## src/rtl/updown_button_counter.sv

```systemverilog
module updown_button_counter #(
  parameter int COUNT_W       = 8,
  parameter int SETTLE_CYCLES = 1_000_000
) (
  input  logic               clk,
  input  logic               rst,
  input  logic               btn_up_raw,
  input  logic               btn_dn_raw,
  output logic [COUNT_W-1:0] leds
);

  localparam int            TW   = $clog2(SETTLE_CYCLES + 1);
  localparam logic [TW-1:0] LAST = TW'(SETTLE_CYCLES - 1);

  // index 0: up button, index 1: down button
  logic [1:0]         meta;
  logic [1:0]         sync;
  logic [1:0]         level;
  logic [1:0]         level_q;
  logic [1:0][TW-1:0] timer;

  wire [1:0] raw = {btn_dn_raw, btn_up_raw};

  always_ff @(posedge clk) begin
    if (rst) begin
      meta    <= '0;
      sync    <= '0;
      level   <= '0;
      level_q <= '0;
      timer   <= '0;
    end else begin
      meta    <= raw;
      sync    <= meta;
      level_q <= level;
      for (int i = 0; i < 2; i++) begin
        if (sync[i] != level[i]) begin
          if (timer[i] == LAST) begin
            level[i] <= sync[i];
            timer[i] <= '0;
          end else begin
            timer[i] <= timer[i] + TW'(1);
          end
        end else begin
          timer[i] <= '0;
        end
      end
    end
  end

  wire [3:0] pattern = {level_q[1], level[1], level_q[0], level[0]};
  wire       step_up = (pattern == 4'b0001);
  wire       step_dn = (pattern == 4'b0100);

  always_ff @(posedge clk) begin
    if (rst)          leds <= '0;
    else if (step_up) leds <= leds + COUNT_W'(1);
    else if (step_dn) leds <= leds - COUNT_W'(1);
  end

endmodule

```

## config.mk

```make
export PLATFORM = sky130hd
export DESIGN_NAME = updown_button_counter
export DESIGN_NICKNAME = d
export VERILOG_FILES = /design/src/rtl/updown_button_counter.sv
export SDC_FILE = /design/constraint.sdc
export NUM_CORES = 1
export LEC_CHECK = 0
export ABC_AREA = 1
export BUFFER_PORTS_ARGS = -buffer_cell sky130_fd_sc_hd__buf_2
export CELL_PAD_IN_SITES_DETAIL_PLACEMENT = 1
export CELL_PAD_IN_SITES_GLOBAL_PLACEMENT = 1
export CORE_MARGIN = 2
export CORE_UTILIZATION = 38
export DETAILED_ROUTE_END_ITERATION = 8
export PLACE_DENSITY = 0.75
export SLEW_MARGIN = 25
export SYNTH_ARGS = -nofsm -noshare
export SYNTH_HDL_FRONTEND = slang
export SYNTH_SLANG_ARGS = --single-unit
```

## constraint.sdc

```tcl
create_clock -name clk -period 2.3 [get_ports clk]
set_clock_uncertainty 0.2 [all_clocks]
set_input_delay 0.345 -clock clk [delete_from_list [all_inputs] [get_ports clk]]
set_output_delay 0.345 -clock clk [all_outputs]
set_load 0.05 [all_outputs]
```

======== After elaboration in Yosys (flattened, before gate mapping) ========
Index checks and enable logic that the tools add are counted.
storage, ports and cells
  output and inout port bits .............. 8
  word-level logic and storage cells ...... 27
  register bits after elaboration ......... 56
  input port bits ......................... 4
cells by class
  bitwise logic cells ..................... 2
  add/sub/neg operators ................... 4
  reduce and logical (&&, ||, !) cells .... 5
  equal/unequal tests ..................... 6
  multiplexer cells ....................... 2
operators with widths
  kind                                                 number
  adder 20 x 1 -> 20 bit, second input constant        2
  equality test 20 bit, second input constant          2
  2-to-1 mux 8 bit                                     2
  adder 8 x 1 -> 8 bit, second input constant          1
  subtractor 8 x 1 -> 8 bit, second input constant     1
  OR reduction 3 bit                                   2
  equality test 4 x 1 -> 1 bit, second input constant  1
  equality test 4 x 3 -> 1 bit, second input constant  1
  AND reduction 2 bit                                  2
  inequality test 1 bit                                2
  NOT 1 bit                                            2
  nonzero test 2 bit                                   1

======== Logic depth before layout (Yosys ltp) ========
Gate-level depths: netlist (run 1).
  depth in word-level cells ............... 3
  gate-level depth with buffers ........... 13
  gate-level depth less buffers ........... 13

======== Worst setup path before layout (run 1) ========
OpenSTA, ideal clock, no wires.
  path kind ............................... register to register
  from .................................... reg level_q[1]
  to ...................................... reg leds[7]
  setup time .............................. 117 ps
  stages on the path, launching flop included .. 11
  path buffers ............................ 0
  path slack .............................. 267 ps
  data required time ...................... 1983 ps
  arrival ................................. 1716 ps
  clock period less this slack ............ 2033 ps
  cells stage by stage .................... dfxtp_1 nor2_1 nand3_1 ha_1 or2_2 nand3_1 nand2_1 nand2_1 nand3_1 nand2_1 nor2_1
on the way
  cells in the longest elaborated chain, start to end .. 2
  elaborated cells between the ends (all ways) .. 4
  classes of those cells .................. eq/ne: 2; mux: 1; reduce/logical: 1
RTL lines
  what                                                                          line    source
  start: declaration                                                            19      logic [1:0] level_q;
  start signal: assignment                                                      34      level_q <= level;
  equality test 4 x 1 -> 1 bit or equality test 4 x 3 -> 1 bit (tied branches)  51, 52
  2-to-1 mux 8 bit or nonzero test 2 bit (tied branches)                        n/a
  end signal: assignment                                                        56      else if (step_up) leds <= leds + COUNT_W'(1);
  end signal: assignment                                                        57      else if (step_dn) leds <= leds - COUNT_W'(1);
  end: declaration                                                              9       output logic [COUNT_W-1:0] leds
Several ways; a longest one is shown, not always the timed one.
A chain may end at the register's enable or synchronous reset.

======== Final worst setup path (run 1) ========
  from .................................... reg level[1]
  to ...................................... reg leds[6]
on the way
  cells in the longest elaborated chain, start to end .. 2
  elaborated cells between the ends (all ways) .. 4
  classes of those cells .................. eq/ne: 2; mux: 1; reduce/logical: 1
RTL lines
  what                                                                          line    source
  start: declaration                                                            18      logic [1:0] level;
  start signal: indexed assignment                                              38      level[i] <= sync[i];
  equality test 4 x 1 -> 1 bit or equality test 4 x 3 -> 1 bit (tied branches)  51, 52
  2-to-1 mux 8 bit or nonzero test 2 bit (tied branches)                        n/a
Several ways; a longest one is shown, not always the timed one.

==> run_results.csv, run 1 <==
group,metric,value,unit
final_layout,fin_nets,437,
synthesis,synth_top_area_cell,"dfxtp_1",
global_routing,use_met2,28.77,%
clock_tree,htree_levels,2,
timing,setup_tns,0,ps
power,total_power,1556,uW
synthesis,ys_warn_count,0,
synthesis,synth.area.top_cells,"dfxtp_1, nand2_1, nor2_1, inv_1, a21oi_1",
final_layout,area_delta_synth_final,8.050,%
timing,fin_crit_sh,90.65,%
drt,ant_nets,0,
power,p_seq_share,62.7,%
clock_tree,cts.sinks,56,
power,clkPwrFrac,35.9,%
timing,rsz0062_at_grt,"false",
global_routing,grt_pass1_wl,11470,um
min_path,hold_start,"btn_up_raw",
power,ir_drop,0.2749,mV
floorplan,rows,31,
global_routing,antenna_found_initial,0,
power,switching_share,21.14,%
timing,finalHoldViolCount,0,
clock_tree,cts_made_buffers,5,
place,portBuffers,11,
worst_setup_path,worstPathArrival,2100,ps
floorplan,dieArea,8278,um2
drt,first_pass_iters,4,
synthesis,syn_avg_cell_area,7.013,um2
floorplan,io_pins,12,
global_routing,grt_most_used_layer,"met2",
flow_run,drv_cap,0,
synthesis,synthCells,410,
clock_tree,clkTransAtPathRegs,100,ps
worst_setup_path,cp_max_fo,10,
power,p_switching,329.0,uW
global_routing,grt_remaining_overflow,0,
global_routing,grt_pass1_vias,2691,
worst_setup_path,start_kind,"flip-flop",
synthesis,synth-edff-count,0,
floorplan,die_w,90.99,um
synthesis,ys.flop_type,"dfxtp_1",
place,place.gp.congestion,0.8456,
drt,routedWlPerCell,12.21,um
clock_tree,clk_latency,310,ps
synthesis,synth-async-reset-ratio,0,%
timing,finalSetupViolCount,0,
floorplan,initial_core_util,39.43,%
drt,vias,2590,
run_status,status,"finished, final reports clean",
synthesis,ys_ff_latch,56,
worst_setup_path,setup.worst_path.start,"level[1]",
drt,drc,0,
synthesis,synth_top_area_share,38.99,%
global_routing,groute.usage.overall,16.49,%
min_path,hold_path.class,"in2reg",
clock_tree,cts_tree,"yes",
worst_setup_path,r2r_start,"level[1]",
final_layout,final_layout_size_suffix_gt1_share,8.726,%
global_routing,grt_max_degree,19,
power,leakagePower,0.001165,uW
global_routing,grt_use_met3,2.988,%
timing,final.min_clock_period,2085,ps
synthesis,yosysMostFrequentCell,"nand2_1",
floorplan,die_height,90.99,um
final_layout,antenna_cells,0,
timing,fmax,479.6,MHz
synthesis,synth_nets,424,
drt,wl,6388,um
worst_setup_path,endpoint_kind,"flip-flop",
clock_tree,hold_buffers,0,
global_routing,grt_util_met1,20.05,%
synthesis,synthTopCellsByCount,"nand2_1, nor2_1, dfxtp_1, inv_1, a21oi_1",
drt,via_per_inst,4.952,
timing,maxSlewHeadroom,71.72,%
worst_setup_path,worstSetupPathType,"reg2reg",
worst_setup_path,cp.required,2320,ps
clock_tree,post_cts_resize_count,0,
timing,slew_violations,0,
power,p_int,1227,uW
synthesis,ys_seq_area_share,38.99,%
clock_tree,root_buffer,"clkbuf_8",
final_layout,fin_cells,523,
timing,tightest_slew,423.1,ps
drt,initialDrtViolationCount,90,
place,hpwlAfterDp,4896,um
clock_tree,cts_setup_buffers,0,
place,post-place-cells,515,
clock_tree,cts_buffer_depth,2,
synthesis,synth_area,2875,um2
power,cellPowerDensity,501.0,nW/um2
synthesis,synth_cell_type_count,31,
power,power.share.combinational,1.5,%
floorplan,core-area,7292,um2
timing,whs,41.98,ps
placed cells by master (no fill, tap or decap), drive strengths merged:
cell    count
and2b       1
a31oi       1
xor2        7
dfxtp      56
nor2       72
fa          1
inv        52
o21ai      13
a21oi      29
clkbuf      8
nor3        9
nor3b       1
xnor2       7
ha          9
nand2      92
a21o        1
nand4      13
or2         3
nand3      30
o21bai      2
buf        13
nand3b      4
cell type report:
cell class	count	area, um2
sequential	56	1121
fill	993	4185
clock buffer	8	90.09
tap	99	123.9
multi-input combinational	295	1506
inverter	52	195.2
timing repair buffer	13	70.07
worst max-delay path, stage by stage, from the launching register on:
cell     delay (ps)
dfxtp_1         390
inv_1            80
nand3_1          90
buf_4           170
inv_1            70
fa_1            390
inv_1            70
nand3_1          70
nand2_1         110
nand2_1          70
nand3_1          90
nand3_1          90
nand2_1          80
inv_1            30
final timing paths:
check | end | slack [ps] | cells past startpoint
setup / recovery | leds[6] | 210 | 13
hold / removal | meta[0] | 40 | 3
setup reg to reg | leds[6] | 210 | 13
hold reg to reg | sync[0] | 210 | 2
sequential cells by signal, summed over array words and instances, names as in the netlist:
| signal | count |
|---|---|
| leds | 8 |
| sync | 2 |
| meta | 2 |
| level_q | 2 |
| level | 2 |
| timer | 40 |
power groups by stage:
stage / combinational, uW / sequential [uW] / clock [uW]
after global routing: 26.5 / 977 / 630
after CTS: 23.3 / 976 / 591
after floorplan: 18.1 / 997 / 0
final: 22.6 / 975 / 558
after detailed placement: 23.3 / 998 / 0
after global placement: 22.8 / 998 / 0
cells by family after synthesis:
kind of cell / Yosys count / synth area share (%)
xor gates and xnor gates: 14 / 4.265
adders and majority gates: 10 / 4.613
buffers and inverters: 59 / 8.616
AOI/OAI and AO/OA: 46 / 8.312
DFF: 56 / 38.99
and+or+nand+nor: 225 / 35.20
per-layer routing:
layer | vias up | wire length (um)
met5 | - | 0
met4 | 0 | 94
met3 | 8 | 121
met2 | 27 | 3058
met1 | 1225 | 3113
li1 | 1330 | -
stage by stage:
stage	setup WS, ps	instance area (um2)	util (%)
global placement	304.7	3017	41.37
detailed placement	211.4	3017	41.37
floorplan	267.1	2875	-
CTS	193.5	3107	42.60
global route	31.65	3107	42.60
finish	215.0	3107	42.60
(Power assumes the default switching activity.)
==> inputs of run 2 (changes only) <==
--- a/config.mk
+++ b/config.mk
@@ -6,6 +6,7 @@
 export NUM_CORES = 1
 export LEC_CHECK = 0
 export ABC_AREA = 1
+export ABC_CLOCK_PERIOD_IN_PS = 2300
 export BUFFER_PORTS_ARGS = -buffer_cell sky130_fd_sc_hd__buf_2
 export CELL_PAD_IN_SITES_DETAIL_PLACEMENT = 1
 export CELL_PAD_IN_SITES_GLOBAL_PLACEMENT = 1
@@ -13,6 +14,7 @@
 export CORE_UTILIZATION = 38
 export DETAILED_ROUTE_END_ITERATION = 8
 export PLACE_DENSITY = 0.75
+export SETUP_SLACK_MARGIN = 0.5
 export SLEW_MARGIN = 25
 export SYNTH_ARGS = -nofsm -noshare
 export SYNTH_HDL_FRONTEND = slang
==> run 2 against run 1 <==
Compared with the run above: sequential share of layout area is 3.2 points lower; die area stayed put; register-to-register slack better by 150 ps; flip-flop and latch count stayed put; critical path depth is 2 lower; global-route usage is 1.0 points higher.
==> run_results.csv, run 2 (synthesized netlist as in run 1, its figures left out) <==
group,metric,value,unit
final_layout,final_layout_size_suffix_gt1_share,21.10,%
timing,slew_violations,0,
worst_setup_path,worstPathArrival,1950,ps
place,portBuffers,11,
final_layout,multi_input_area,1768,um2
timing,fin_ws,360.5,ps
global_routing,grt_pass1_vias,2659,
floorplan,dieArea,8278,um2
timing,fmax,515.6,MHz
timing,finalSetupViolCount,0,
clock_tree,cts_buffer_depth,2,
timing,fin_crit_sh,84.33,%
place,pre_cts_slack,283.7,ps
clock_tree,root_buffer,"clkbuf_8",
worst_setup_path,endpoint_kind,"flip-flop",
min_path,hold_depth,3,
timing,rsz0062_at_grt,"true",
place,hpwlAfterDp,4923,um
final_layout,num-fill-cells,950,
worst_setup_path,r2r-end,"leds[7]",
worst_setup_path,crit_chain,"nor2_4 > buf_4 > nand3_4 > ha_4 > nand2_1 > nor2_1 > nand3_2 > nand3_1 > nand3_1 > nand2_1 > nor2_1",
clock_tree,hold_buffers,0,
drt,via_per_inst,4.964,
timing,tightest_slew,632.1,ps
min_path,hold_path.class,"in2reg",
worst_setup_path,crit_end,"leds[7]",
global_routing,grt_max_degree,19,
global_routing,grt_remaining_overflow,0,
floorplan,die_w,90.99,um
worst_setup_path,start_kind,"flip-flop",
worst_setup_path,cp_max_fo,5,
drt,ant_nets,0,
timing,final.min_clock_period,1940,ps
worst_setup_path,worstSetupPathType,"reg2reg",
global_routing,groute.usage.overall,17.53,%
floorplan,die_height,90.99,um
power,ir_drop,0.2314,mV
global_routing,antenna_found_initial,0,
final_layout,seq_area,1145,um2
worst_setup_path,setup.worst_path.start,"level_q[1]",
worst_setup_path,crit_slowest_cell,"dfxtp_2",
floorplan,rows,31,
final_layout,fin_nets,449,
drt,vias,2656,
min_path,hold_start,"btn_up_raw",
power,leakagePower,0.001276,uW
drt,routedWlPerCell,13.67,um
clock_tree,cts_tree,"yes",
worst_setup_path,r2r_start,"level_q[1]",
final_layout,largest_reg_flops,40,
clock_tree,clk_latency,320,ps
drt,initialDrtViolationCount,64,
floorplan,io_pins,12,
place,place.gp.congestion,0.8048,
timing,setup_tns,0,ps
clock_tree,htree_levels,2,
clock_tree,clkTransAtPathRegs,110,ps
power,cellPowerDensity,477.9,nW/um2
clock_tree,cts_made_buffers,5,
final_layout,largest_register,"timer",
worst_setup_path,cpPeakStageDelay,350,ps
final_layout,final_common_cell,"nand2_1",
drt,drc,0,
clock_tree,cts.sinks,56,
worst_setup_path,r2r_slack,360,ps
worst_setup_path,critical_path.top_delay_family,"simple AND/OR/NAND/NOR gates",
worst_setup_path,rr_worst_depth,11,
floorplan,core-area,7292,um2
worst_setup_path,cp.required,2310,ps
final_layout,area_delta_synth_final,20.93,%
floorplan,initial_core_util,39.43,%
run_status,status,"finished, final reports clean",
timing,finalHoldViolCount,0,
worst_setup_path,crit_buf_inv,1,
final_layout,final_cell_mix,"nand2_1, nor2_1, inv_1, dfxtp_1, nand3_1",
flow_run,drv_cap,0,
global_routing,grt_pass1_wl,12040,um
final_layout,antenna_cells,0,
worst_setup_path,worst-path-stages,11,
timing,maxSlewHeadroom,57.70,%
drt,wl,7312,um
final_layout,top_regs,"timer x40, leds x8",
drt,first_pass_iters,4,
## run 2: final cells by class
class	count	share of cell area, %
Multi-Input combinational cell	298	50.85
Sequential cell	56	32.93
Inverter	52	5.614
Timing Repair Buffer	22	3.958
Tap cell	99	3.562
Clock buffer	6	2.087
Clock inverter	2	1.008
## run 2: per-layer routing
metal / track usage, % / part of all wire [%] / wire [um]
met1: 21.85 / 46 / 3380
met2: 30.74 / 50 / 3682
met3: 2.988 / 1.8 / 133
met4: 5.556 / 1.6 / 116
met5: 0 / 0 / 0
## run 2: timing repair
item,CTS,global route
resized for setup,18,24
endpoints found under the setup margin,42,48
pin swaps,9,11
buffers inserted,5,5
gates cloned,2,1
## run 2: where the power goes
group,leakage (uW),switching (uW),internal [uW]
clock network,0.0000552,335,324
registers,0.000461,2.81,972
logic,0.000759,18.2,9.84
total,0.00128,356,1310
## run 2: worst min path at each step
stage / end / slack (ps)
final: meta[0] / 30
after global routing: meta[0] / 20
after CTS: meta[0] / 20
after detailed placement: sync[0] / 200
after global placement: sync[0] / 190
after floorplan: sync[0] / 190
## run 2: through the flow
step / std cells / hold slack [ps] / cell area [um2] / power (uW) / utilization, %
after floorplan: 410 / 188.3 / 2962 / 1014 / -
after global placement: 514 / 192.5 / 3095 / 1019 / 42.45
after detailed placement: 514 / 196.6 / 3095 / 1020 / 42.45
after CTS: 529 / 18.76 / 3336 / 1686 / 45.74
after global routing: 535 / 20.80 / 3477 / 1729 / 47.68
final: 535 / 31.67 / 3477 / 1662 / 47.68
## run 2: worst register-to-register path, delay by kind of cell (launching register included)
family | cells | cell delay, ps
flip-flops | 1 | 350
buffers and inverters | 1 | 150
adder cells (fa/ha/maj) | 1 | 320
AND/OR/NAND/NOR | 9 | 800
